**config.mk**
```make
export PLATFORM = sky130hd
export DESIGN_NAME = char_clk_divider
export DESIGN_NICKNAME = d
export VERILOG_FILES = /design/src/rtl/ccd_pkg.sv /design/src/rtl/ccd_mode_decode.sv /design/src/rtl/ccd_cell_counter.sv /design/src/rtl/ccd_out_stage.sv /design/src/rtl/char_clk_divider.sv
export SDC_FILE = /design/constraint.sdc
export NUM_CORES = 1
export LEC_CHECK = 0
export CORE_AREA = 2 2 39 41
export CTS_CLUSTER_SIZE = 20
export DETAILED_ROUTE_END_ITERATION = 10
export DIE_AREA = 0 0 41 43
export DONT_BUFFER_PORTS = 1
export PLACE_DENSITY_LB_ADDON = 0.2
export RECOVER_POWER = 25
export SETUP_SLACK_MARGIN = 0.05
export SYNTH_ARGS = -nofsm -noshare
export SYNTH_HDL_FRONTEND = slang
export SYNTH_SLANG_ARGS = --single-unit
export TNS_END_PERCENT = 50
```
**constraint.sdc**
```tcl
create_clock -name clk -period 1.4 [get_ports clk]
set_input_delay 0.28 -clock clk [delete_from_list [all_inputs] [get_ports clk]]
set_output_delay 0.28 -clock clk [all_outputs]
set_load 0.01 [all_outputs]
```
**src/rtl/ccd_pkg.sv**
```systemverilog
package ccd_pkg;

  // Cell configuration latched at every cell boundary
  typedef struct packed {
    logic blanked;  // width forced to one clock
    logic half;     // each dot held for two clocks
    logic nine;     // text mode with the extra ninth dot
  } ccd_cfg_t;

endpackage

```
**src/rtl/ccd_mode_decode.sv**
```systemverilog
module ccd_mode_decode
  import ccd_pkg::*;
(
  input  logic     gfx_mode_sel,
  input  logic     attr_gfx_sel,
  input  logic     sel_eight_dot,
  input  logic     half_dot_rate,
  input  logic     screen_blank,
  input  logic     palette_en,
  output ccd_cfg_t cfg
);

  logic text_mode;
  logic blanked;

  always_comb begin
    text_mode   = !gfx_mode_sel && !attr_gfx_sel;
    blanked     = screen_blank || !palette_en;
    cfg.blanked = blanked;
    // the rate halving has no meaning when each cell is a single clock
    cfg.half    = half_dot_rate && !blanked;
    // the 9-dot choice counts only in text mode
    cfg.nine    = text_mode && !sel_eight_dot && !blanked;
  end

endmodule

```
**src/rtl/ccd_cell_counter.sv**
```systemverilog
module ccd_cell_counter
  import ccd_pkg::*;
#(
  parameter int BASE_DOTS = 8,
  parameter int IDX_W     = $clog2(BASE_DOTS + 1)
) (
  input  logic             clk,
  input  logic             rst,
  input  ccd_cfg_t         cfg_next,
  output ccd_cfg_t         cfg_q,
  output logic [IDX_W-1:0] dot_q,
  output logic             cell_end
);

  localparam logic [IDX_W-1:0] LAST_NARROW = IDX_W'(BASE_DOTS - 1);
  localparam logic [IDX_W-1:0] LAST_WIDE   = IDX_W'(BASE_DOTS);

  logic             phase_q;
  logic [IDX_W-1:0] last_idx;
  logic             last_dot;
  logic             last_phase;

  always_comb begin
    if (cfg_q.blanked)   last_idx = '0;
    else if (cfg_q.nine) last_idx = LAST_WIDE;
    else                 last_idx = LAST_NARROW;
    last_dot   = (dot_q == last_idx);
    last_phase = !cfg_q.half || phase_q;
    cell_end   = last_dot && last_phase;
  end

  always_ff @(posedge clk) begin
    if (rst || cell_end) begin
      cfg_q   <= cfg_next;
      dot_q   <= '0;
      phase_q <= 1'b0;
    end else if (cfg_q.half && !phase_q) begin
      phase_q <= 1'b1;
    end else begin
      phase_q <= 1'b0;
      dot_q   <= dot_q + 1'b1;
    end
  end


  cell_restart_chk: assert property (@(posedge clk) disable iff (rst)
    cell_end |=> (dot_q == '0));


  half_rate_hold_chk: assert property (@(posedge clk) disable iff (rst)
    (cfg_q.half && !phase_q) |=> $stable(dot_q));


  reset_clears_chk: assert property (@(posedge clk)
    rst |=> (dot_q == '0));

endmodule

```
**src/rtl/ccd_out_stage.sv**
```systemverilog
module ccd_out_stage
  import ccd_pkg::*;
#(
  parameter int BASE_DOTS = 8,
  parameter int IDX_W     = $clog2(BASE_DOTS + 1),
  parameter int DPC_W     = $clog2(2 * (BASE_DOTS + 1) + 1)
) (
  input  logic             clk,
  input  logic             rst,
  input  ccd_cfg_t         cfg_q,
  input  logic [IDX_W-1:0] dot_q,
  input  logic             cell_end,
  output logic             char_stb,
  output logic             ninth_dot,
  output logic [DPC_W-1:0] dots_per_char
);

  localparam logic [DPC_W-1:0] W_NARROW = DPC_W'(BASE_DOTS);
  localparam logic [DPC_W-1:0] W_WIDE   = DPC_W'(BASE_DOTS + 1);
  localparam logic [IDX_W-1:0] IDX_NINE = IDX_W'(BASE_DOTS);

  logic [DPC_W-1:0] base_w;

  always_comb begin
    base_w    = cfg_q.nine ? W_WIDE : W_NARROW;
    if (cfg_q.blanked)   dots_per_char = DPC_W'(1);
    else if (cfg_q.half) dots_per_char = base_w << 1;
    else                 dots_per_char = base_w;
    char_stb  = cell_end && !rst;
    ninth_dot = cfg_q.nine && (dot_q == IDX_NINE);
  end


  ninth_position_chk: assert property (@(posedge clk) disable iff (rst)
    ninth_dot |-> (dot_q == IDX_NINE && dots_per_char[0] == 1'b0 ? cfg_q.half : 1'b1));


  blank_single_chk: assert property (@(posedge clk) disable iff (rst)
    (dots_per_char == DPC_W'(1)) |-> (char_stb && dot_q == '0));

endmodule

```
**src/rtl/char_clk_divider.sv**
```systemverilog
module char_clk_divider
  import ccd_pkg::*;
#(
  parameter int BASE_DOTS = 8,
  parameter int IDX_W     = $clog2(BASE_DOTS + 1),
  parameter int DPC_W     = $clog2(2 * (BASE_DOTS + 1) + 1)
) (
  input  logic             clk,
  input  logic             rst,
  input  logic             gfx_mode_sel,
  input  logic             attr_gfx_sel,
  input  logic             sel_eight_dot,
  input  logic             half_dot_rate,
  input  logic             screen_blank,
  input  logic             palette_en,
  output logic             char_stb,
  output logic [IDX_W-1:0] dot_idx,
  output logic             ninth_dot,
  output logic [DPC_W-1:0] dots_per_char
);

  ccd_cfg_t cfg_next;
  ccd_cfg_t cfg_q;
  logic     cell_end;

  ccd_mode_decode u_decode (
    .gfx_mode_sel  (gfx_mode_sel),
    .attr_gfx_sel  (attr_gfx_sel),
    .sel_eight_dot (sel_eight_dot),
    .half_dot_rate (half_dot_rate),
    .screen_blank  (screen_blank),
    .palette_en    (palette_en),
    .cfg           (cfg_next)
  );

  ccd_cell_counter #(
    .BASE_DOTS (BASE_DOTS),
    .IDX_W     (IDX_W)
  ) u_counter (
    .clk      (clk),
    .rst      (rst),
    .cfg_next (cfg_next),
    .cfg_q    (cfg_q),
    .dot_q    (dot_idx),
    .cell_end (cell_end)
  );

  ccd_out_stage #(
    .BASE_DOTS (BASE_DOTS),
    .IDX_W     (IDX_W),
    .DPC_W     (DPC_W)
  ) u_out (
    .clk           (clk),
    .rst           (rst),
    .cfg_q         (cfg_q),
    .dot_q         (dot_idx),
    .cell_end      (cell_end),
    .char_stb      (char_stb),
    .ninth_dot     (ninth_dot),
    .dots_per_char (dots_per_char)
  );


  width_at_boundary_chk: assert property (@(posedge clk) disable iff (rst)
    (!$past(rst) && !$past(char_stb)) |-> $stable(dots_per_char));


  dot_in_range_chk: assert property (@(posedge clk) disable iff (rst)
    dot_idx <= IDX_W'(BASE_DOTS));

endmodule

```
==> flow_summary.json, run 1 <==
{
  "detail_route.wl_per_cell_um": 12.6,
  "routed_wl_um": 968,
  "detail_route.first_pass.iterations": 3,
  "crit_fanout": 4,
  "start_util_pct": 31.4,
  "path_clk_slew_ns": 0.06,
  "drive_gt1_share_pct": 57.4,
  "grt_max_degree": 8,
  "finalCriticalPeriod_ns": 1.67,
  "cap_viol_max_count": 0,
  "p_leak_uw": 0.000261,
  "yosysWarnings": 0,
  "critPathKind": "register to output port",
  "yosys-mux-area-fraction_pct": 0,
  "num_rows": 14,
  "cts_buffers": 3,
  "violations": "setup timing",
  "final.period_utilization_pct": 119,
  "hold_path_class": "primary input to register",
  "die-width_um": 41,
  "diodes": 0,
  "clockBufferDepth": 2,
  "synth_compound_area_share_pct": 5.48,
  "synth_top_area_share_pct": 23.1,
  "grt_usage_pct": 12.9,
  "finalNetCount": 72,
  "syn_inst": 47,
  "dpl.hpwl_um": 659,
  "die_area_mm2": 0.00176,
  "peakVddDrop_uv": 771,
  "synth_top_family_by_area": "simple AND/OR/NAND/NOR gates",
  "finalSetupViolations": 11,
  "h-tree-depth": 1,
  "postSynthAreaPerCell_um2": 9.24,
  "grt_pass1_wl_um": 1450,
  "portBuffers": 0,
  "die_h_um": 43,
  "drt_iter0_drc": 5,
  "overflow": 0,
  "rsz0062_at_grt": "yes",
  "setup_ws_ns": -0.271,
  "fin_cells": 77,
  "synthXorXnorAreaFrac_pct": 8.07,
  "clock_latency_ns": 0.25,
  "synth_cell_types": 23,
  "cts_tree": "built",
  "grt_pass1_vias": 360,
  "syn-num-nets": 57,
  "cts-hold-fix-buffers": 0,
  "finClkSkew_ns": 0.00650,
  "fmax_mhz": 598,
  "synth_simple_gate_area_share_pct": 30.0,
  "seq_area_frac_synth_pct": 43.8,
  "ant_nets": 0,
  "status": "finished, violations left",
  "startpoint_type": "register",
  "gp_congestion": 0.659,
  "cp_data_required_time_ns": 1.12,
  "cts_sinks": 8,
  "drv_slew": 0,
  "hold_start": "rst",
  "io_pins": 19,
  "nFillCells": 128,
  "viasPerCell": 4.57,
  "root_buffer": "clkbuf_4",
  "num_vias": 352,
  "synth_area_leaders": "dfxtp_1, edfxtp_1, ha_1",
  "crit_path_end_kind": "output port",
  "core_mm2": 0.00138,
  "dp_cells": 70,
  "drc": 0,
  "r2r-start": "u_counter.cfg_q[2]",
  "power.density_mw_per_mm2": 1800,
  "yosys.area.top_type": "dfxtp_1",
  "critical_path_arrival_ns": 1.39,
  "synthAdderAreaFrac_pct": 5.76,
  "antenna_found_initial": 0,
  "finalHoldViolCount": 0,
  "netlist_area_um2": 434,
  "crit_start": "u_counter.cfg_q[2]",
  "fin_setup_tns_ns": -1.45,
  "area_growth_pct": 48.7,
  "ys_ff_latch": 8
}
## path summary, 6_finish.rpt
path                        endpoint  slack [ns]  depth (start not counted)
setup / recovery            char_stb       -0.27                          4
hold / removal    u_counter.dot_q[0]        0.08                          1
setup reg to reg  u_counter.cfg_q[0]       -0.24                          6
hold reg to reg    u_counter.phase_q        0.66                          3
## registers in the layout, summed over array words and instances, names as in the netlist
register and cells:
u_counter.cfg_q 3, u_counter.dot_q 4, u_counter.phase_q 1
## layout make-up
class	instances	area [µm²]	area share [%]
tap	16	20.0	3.10
multi-input combinational	33	278	43.0
sequential	8	193	29.8
clock buffer	4	26.3	4.07
inverter	4	20.0	3.10
timing repair buffer	12	109	16.9
## report_power, final
part	internal (µW)	leakage (µW)	switching, µW
Combinational	339	0.000174	277
Clock	109	0.0000150	78.2
Sequential	307	0.0000724	54.2
## logic make-up after synthesis
kind of cell / after synthesis
AO/OA/AOI/OAI: 3
XOR/XNOR: 4
adder cells (fa/ha/maj): 2
buffers and inverters: 6
flip-flops: 8
other: 1
AND/OR/NAND/NOR: 23
## metal layers
layer / vias up / wire (µm) / global-route usage (%)
met5: - / 0 / 0
li1: 183 / - / -
met2: 4 / 537 / 17.8
met1: 163 / 400 / 15.5
met4: 0 / 8 / 12.0
met3: 2 / 22 / 3.14
## what timing repair did
action	in CTS	in global routing
setup buffers	3	1
endpoints found under the setup margin	8	13
gates resized for setup	19	6
pin swaps	4	3
## cell usage after synthesis
| cell type | count |
|---|---|
| nand2b_1 | 3 |
| a21o_2 | 1 |
| clkbuf_1 | 1 |
| and4b_2 | 1 |
| nand2_1 | 1 |
| inv_1 | 4 |
| a21oi_1 | 1 |
| o211a_2 | 1 |
| and2b_2 | 1 |
| dfxtp_1 | 5 |
| nand3_1 | 1 |
| or2_1 | 1 |
| nor2b_2 | 1 |
| and2_2 | 1 |
| nor4_1 | 2 |
| conb_1 | 1 |
| edfxtp_1 | 3 |
| nor2_1 | 6 |
| xnor2_1 | 2 |
| nor3_1 | 5 |
| xor2_1 | 2 |
| buf_4 | 1 |
| ha_1 | 2 |
## critical path: stages, from the launching register on
cell,delay [ns]
edfxtp_1,0.46
nor2_1,0.16
nor4_2,0.05
o211a_2,0.25
and2b_2,0.22
## stage by stage
stage | setup slack (ns) | cell area, µm² | hold WS, ns | power (µW) | util [%]
finish | -0.271 | 646 | 0.0832 | 1160 | 46.7
global route | -0.358 | 646 | 0.0603 | 1260 | 46.7
CTS | -0.240 | 621 | 0.0732 | 1130 | 44.8
detailed placement | -0.0134 | 510 | 0.356 | 730 | 36.9
global placement | 0.0186 | 510 | 0.356 | 725 | 36.9
floorplan | 0.0190 | 435 | 0.352 | 581 | -
## cells in the final DEF, fill, tap and decap left out
| cell | instances |
|---|---|
| inv_1 | 2 |
| conb_1 | 1 |
| nand2b_1 | 3 |
| buf_6 | 5 |
| and4b_2 | 1 |
| clkbuf_4 | 3 |
| nor3_2 | 4 |
| and2_4 | 1 |
| nor2b_4 | 1 |
| a21o_2 | 1 |
| nor4_2 | 1 |
| xnor2_2 | 1 |
| ha_4 | 1 |
| o211a_2 | 1 |
| inv_4 | 2 |
| xor2_1 | 2 |
| and2b_2 | 1 |
| buf_4 | 7 |
| dfxtp_2 | 2 |
| nand2_1 | 1 |
| xnor2_1 | 1 |
| edfxtp_1 | 3 |
| a21oi_1 | 1 |
| nor3_1 | 1 |
| ha_1 | 1 |
| or2_4 | 1 |
| clkbuf_1 | 1 |
| dfxtp_1 | 3 |
| nor2_1 | 4 |
| nand3_1 | 1 |
| nor2_2 | 2 |
| nor4_1 | 1 |
(Power assumes the default switching activity.)
==> run 2, diff against run 1 <==
Settings changed: SETUP_SLACK_MARGIN 0.05 to 0.15.
==> flow_summary.json, run 2 (synthesized netlist as in run 1, its figures left out) <==
{
  "max_stage_delay_ns": 0.46,
  "utilization_pct": 46.7,
  "finalNetCount": 72,
  "final.period_utilization_pct": 120,
  "io_pins": 19,
  "die_area_mm2": 0.00176,
  "die-width_um": 41,
  "nFillCells": 128,
  "cts_sinks": 8,
  "drt_iter0_drc": 5,
  "violations": "setup timing",
  "drv_slew": 0,
  "grt_pass1_wl_um": 1450,
  "grt_max_degree": 8,
  "drc": 0,
  "met1_length_um": 408,
  "largest_reg_flops": 4,
  "crit_fanout": 4,
  "highest_layer": "met4",
  "portBuffers": 0,
  "antenna_found_initial": 0,
  "area_growth_pct": 48.7,
  "power.total_uw": 1170,
  "gp_congestion": 0.659,
  "die_h_um": 43,
  "ff_latch_area_um2": 193,
  "dpl.hpwl_um": 659,
  "setup_ws_ns": -0.275,
  "holdWs_ns": 0.0823,
  "root_buffer": "clkbuf_4",
  "route.met3.wl_um": 22,
  "cp_cell_sequence": "nor2_1 -> nor4_2 -> o211a_2 -> and2b_2",
  "critical-path-slowest-cell": "edfxtp_1",
  "drive_gt1_share_pct": 57.4,
  "path_clk_slew_ns": 0.06,
  "grt_usage_pct": 12.9,
  "ant_nets": 0,
  "clock_latency_ns": 0.25,
  "layout_common_cells": "buf_4, buf_6, nor2_1, nor3_2",
  "startpoint_type": "register",
  "finalHoldViolCount": 0,
  "cap_viol_max_count": 0,
  "num_rows": 14,
  "critPathKind": "register to output port",
  "hold_path_class": "primary input to register",
  "start_util_pct": 31.4,
  "cp_data_required_time_ns": 1.12,
  "finClkSkew_ns": 0.00742,
  "num_vias": 350,
  "status": "finished, violations left",
  "largestRegisters": "u_counter.dot_q: 4 flops, u_counter.cfg_q: 3 flops, u_counter.phase_q: 1 flops",
  "path_buf_inv": 0,
  "grt_pass1_vias": 360,
  "diodes": 0,
  "detail_route.wl_per_cell_um": 12.6,
  "p_leak_uw": 0.000261,
  "cts_tree": "built",
  "multi_input_area_um2": 278,
  "cts-hold-fix-buffers": 0,
  "routed_wl_um": 973,
  "power.density_mw_per_mm2": 1800,
  "rsz0062_at_grt": "yes",
  "finalCriticalPeriod_ns": 1.68,
  "placed_area_um2": 510,
  "overflow": 0,
  "fmax_mhz": 597,
  "peakVddDrop_uv": 777,
  "h-tree-depth": 1,
  "core_mm2": 0.00138,
  "layout_commonest_cell": "buf_4",
  "cts_buffers": 3,
  "largest-register": "u_counter.dot_q",
  "critical_path_arrival_ns": 1.40,
  "finalSetupViolations": 12,
  "cpLargestDelayFamily": "flip-flops",
  "fin_setup_tns_ns": -1.47,
  "crit_path_end_kind": "output port",
  "viasPerCell": 4.55,
  "wl_met2_um": 533,
  "finalInstanceArea_um2": 646,
  "detail_route.first_pass.iterations": 3,
  "clockBufferDepth": 2
}
-- run 2: cell counts in the layout (fill, tap and decap cells not counted) --
No cell type changed its count.
-- run 2: worst register-to-register path: stages (launching register included) --
cell,delay [ns]
edfxtp_1,0.46
nor2_1,0.16
nor4_2,0.05
o211a_2,0.25
buf_4,0.14
buf_6,0.11
or2_4,0.24
-- run 2: routing by layer --
layer | up-vias | GRT usage (%)
li1 | 183 | -
met1 | 161 | 15.5
met2 | 4 | 17.8
met3 | 2 | 3.14
met4 | 0 | 12.0
met5 | - | 0
-- run 2: area by class of cell --
cell class              instances  area share [%]
clock buffers                   4            4.07
well taps                      16            3.10
inverters                       4            3.10
repair buffers                 12            16.9
flip-flops and latches          8            29.8
multi-input cells              33            43.0
-- run 2: stage by stage --
step / setup slack, ns / instances
after floorplan: 0.0190 / 47
after CTS: -0.240 / 77
after global routing: -0.358 / 77
after global placement: 0.0186 / 70
final: -0.275 / 77
after detailed placement: -0.0134 / 70
-- run 2: what timing repair did --
item	CTS	global route
setup endpoints to repair	12	13
resized for setup	19	5
pin swaps	4	3
setup buffers	3	0
-- run 2: power breakdown --
part / internal, µW / leakage, µW / total, µW / switching (µW)
sequential: 307 / 0.0000724 / 361 / 54.2
combinational: 339 / 0.000174 / 617 / 277
clock: 109 / 0.0000150 / 188 / 78.7
-- run 2: final timing paths --
| path | from | end | slack (ns) | cells past startpoint |
|---|---|---|---|---|
| worst min register to register | u_counter.phase_q | u_counter.phase_q | 0.66 | 3 |
| worst max register to register | u_counter.cfg_q[2] | u_counter.cfg_q[0] | -0.25 | 6 |
| worst max-delay path | u_counter.cfg_q[2] | char_stb | -0.28 | 4 |
| worst min-delay path | rst | u_counter.dot_q[0] | 0.08 | 1 |
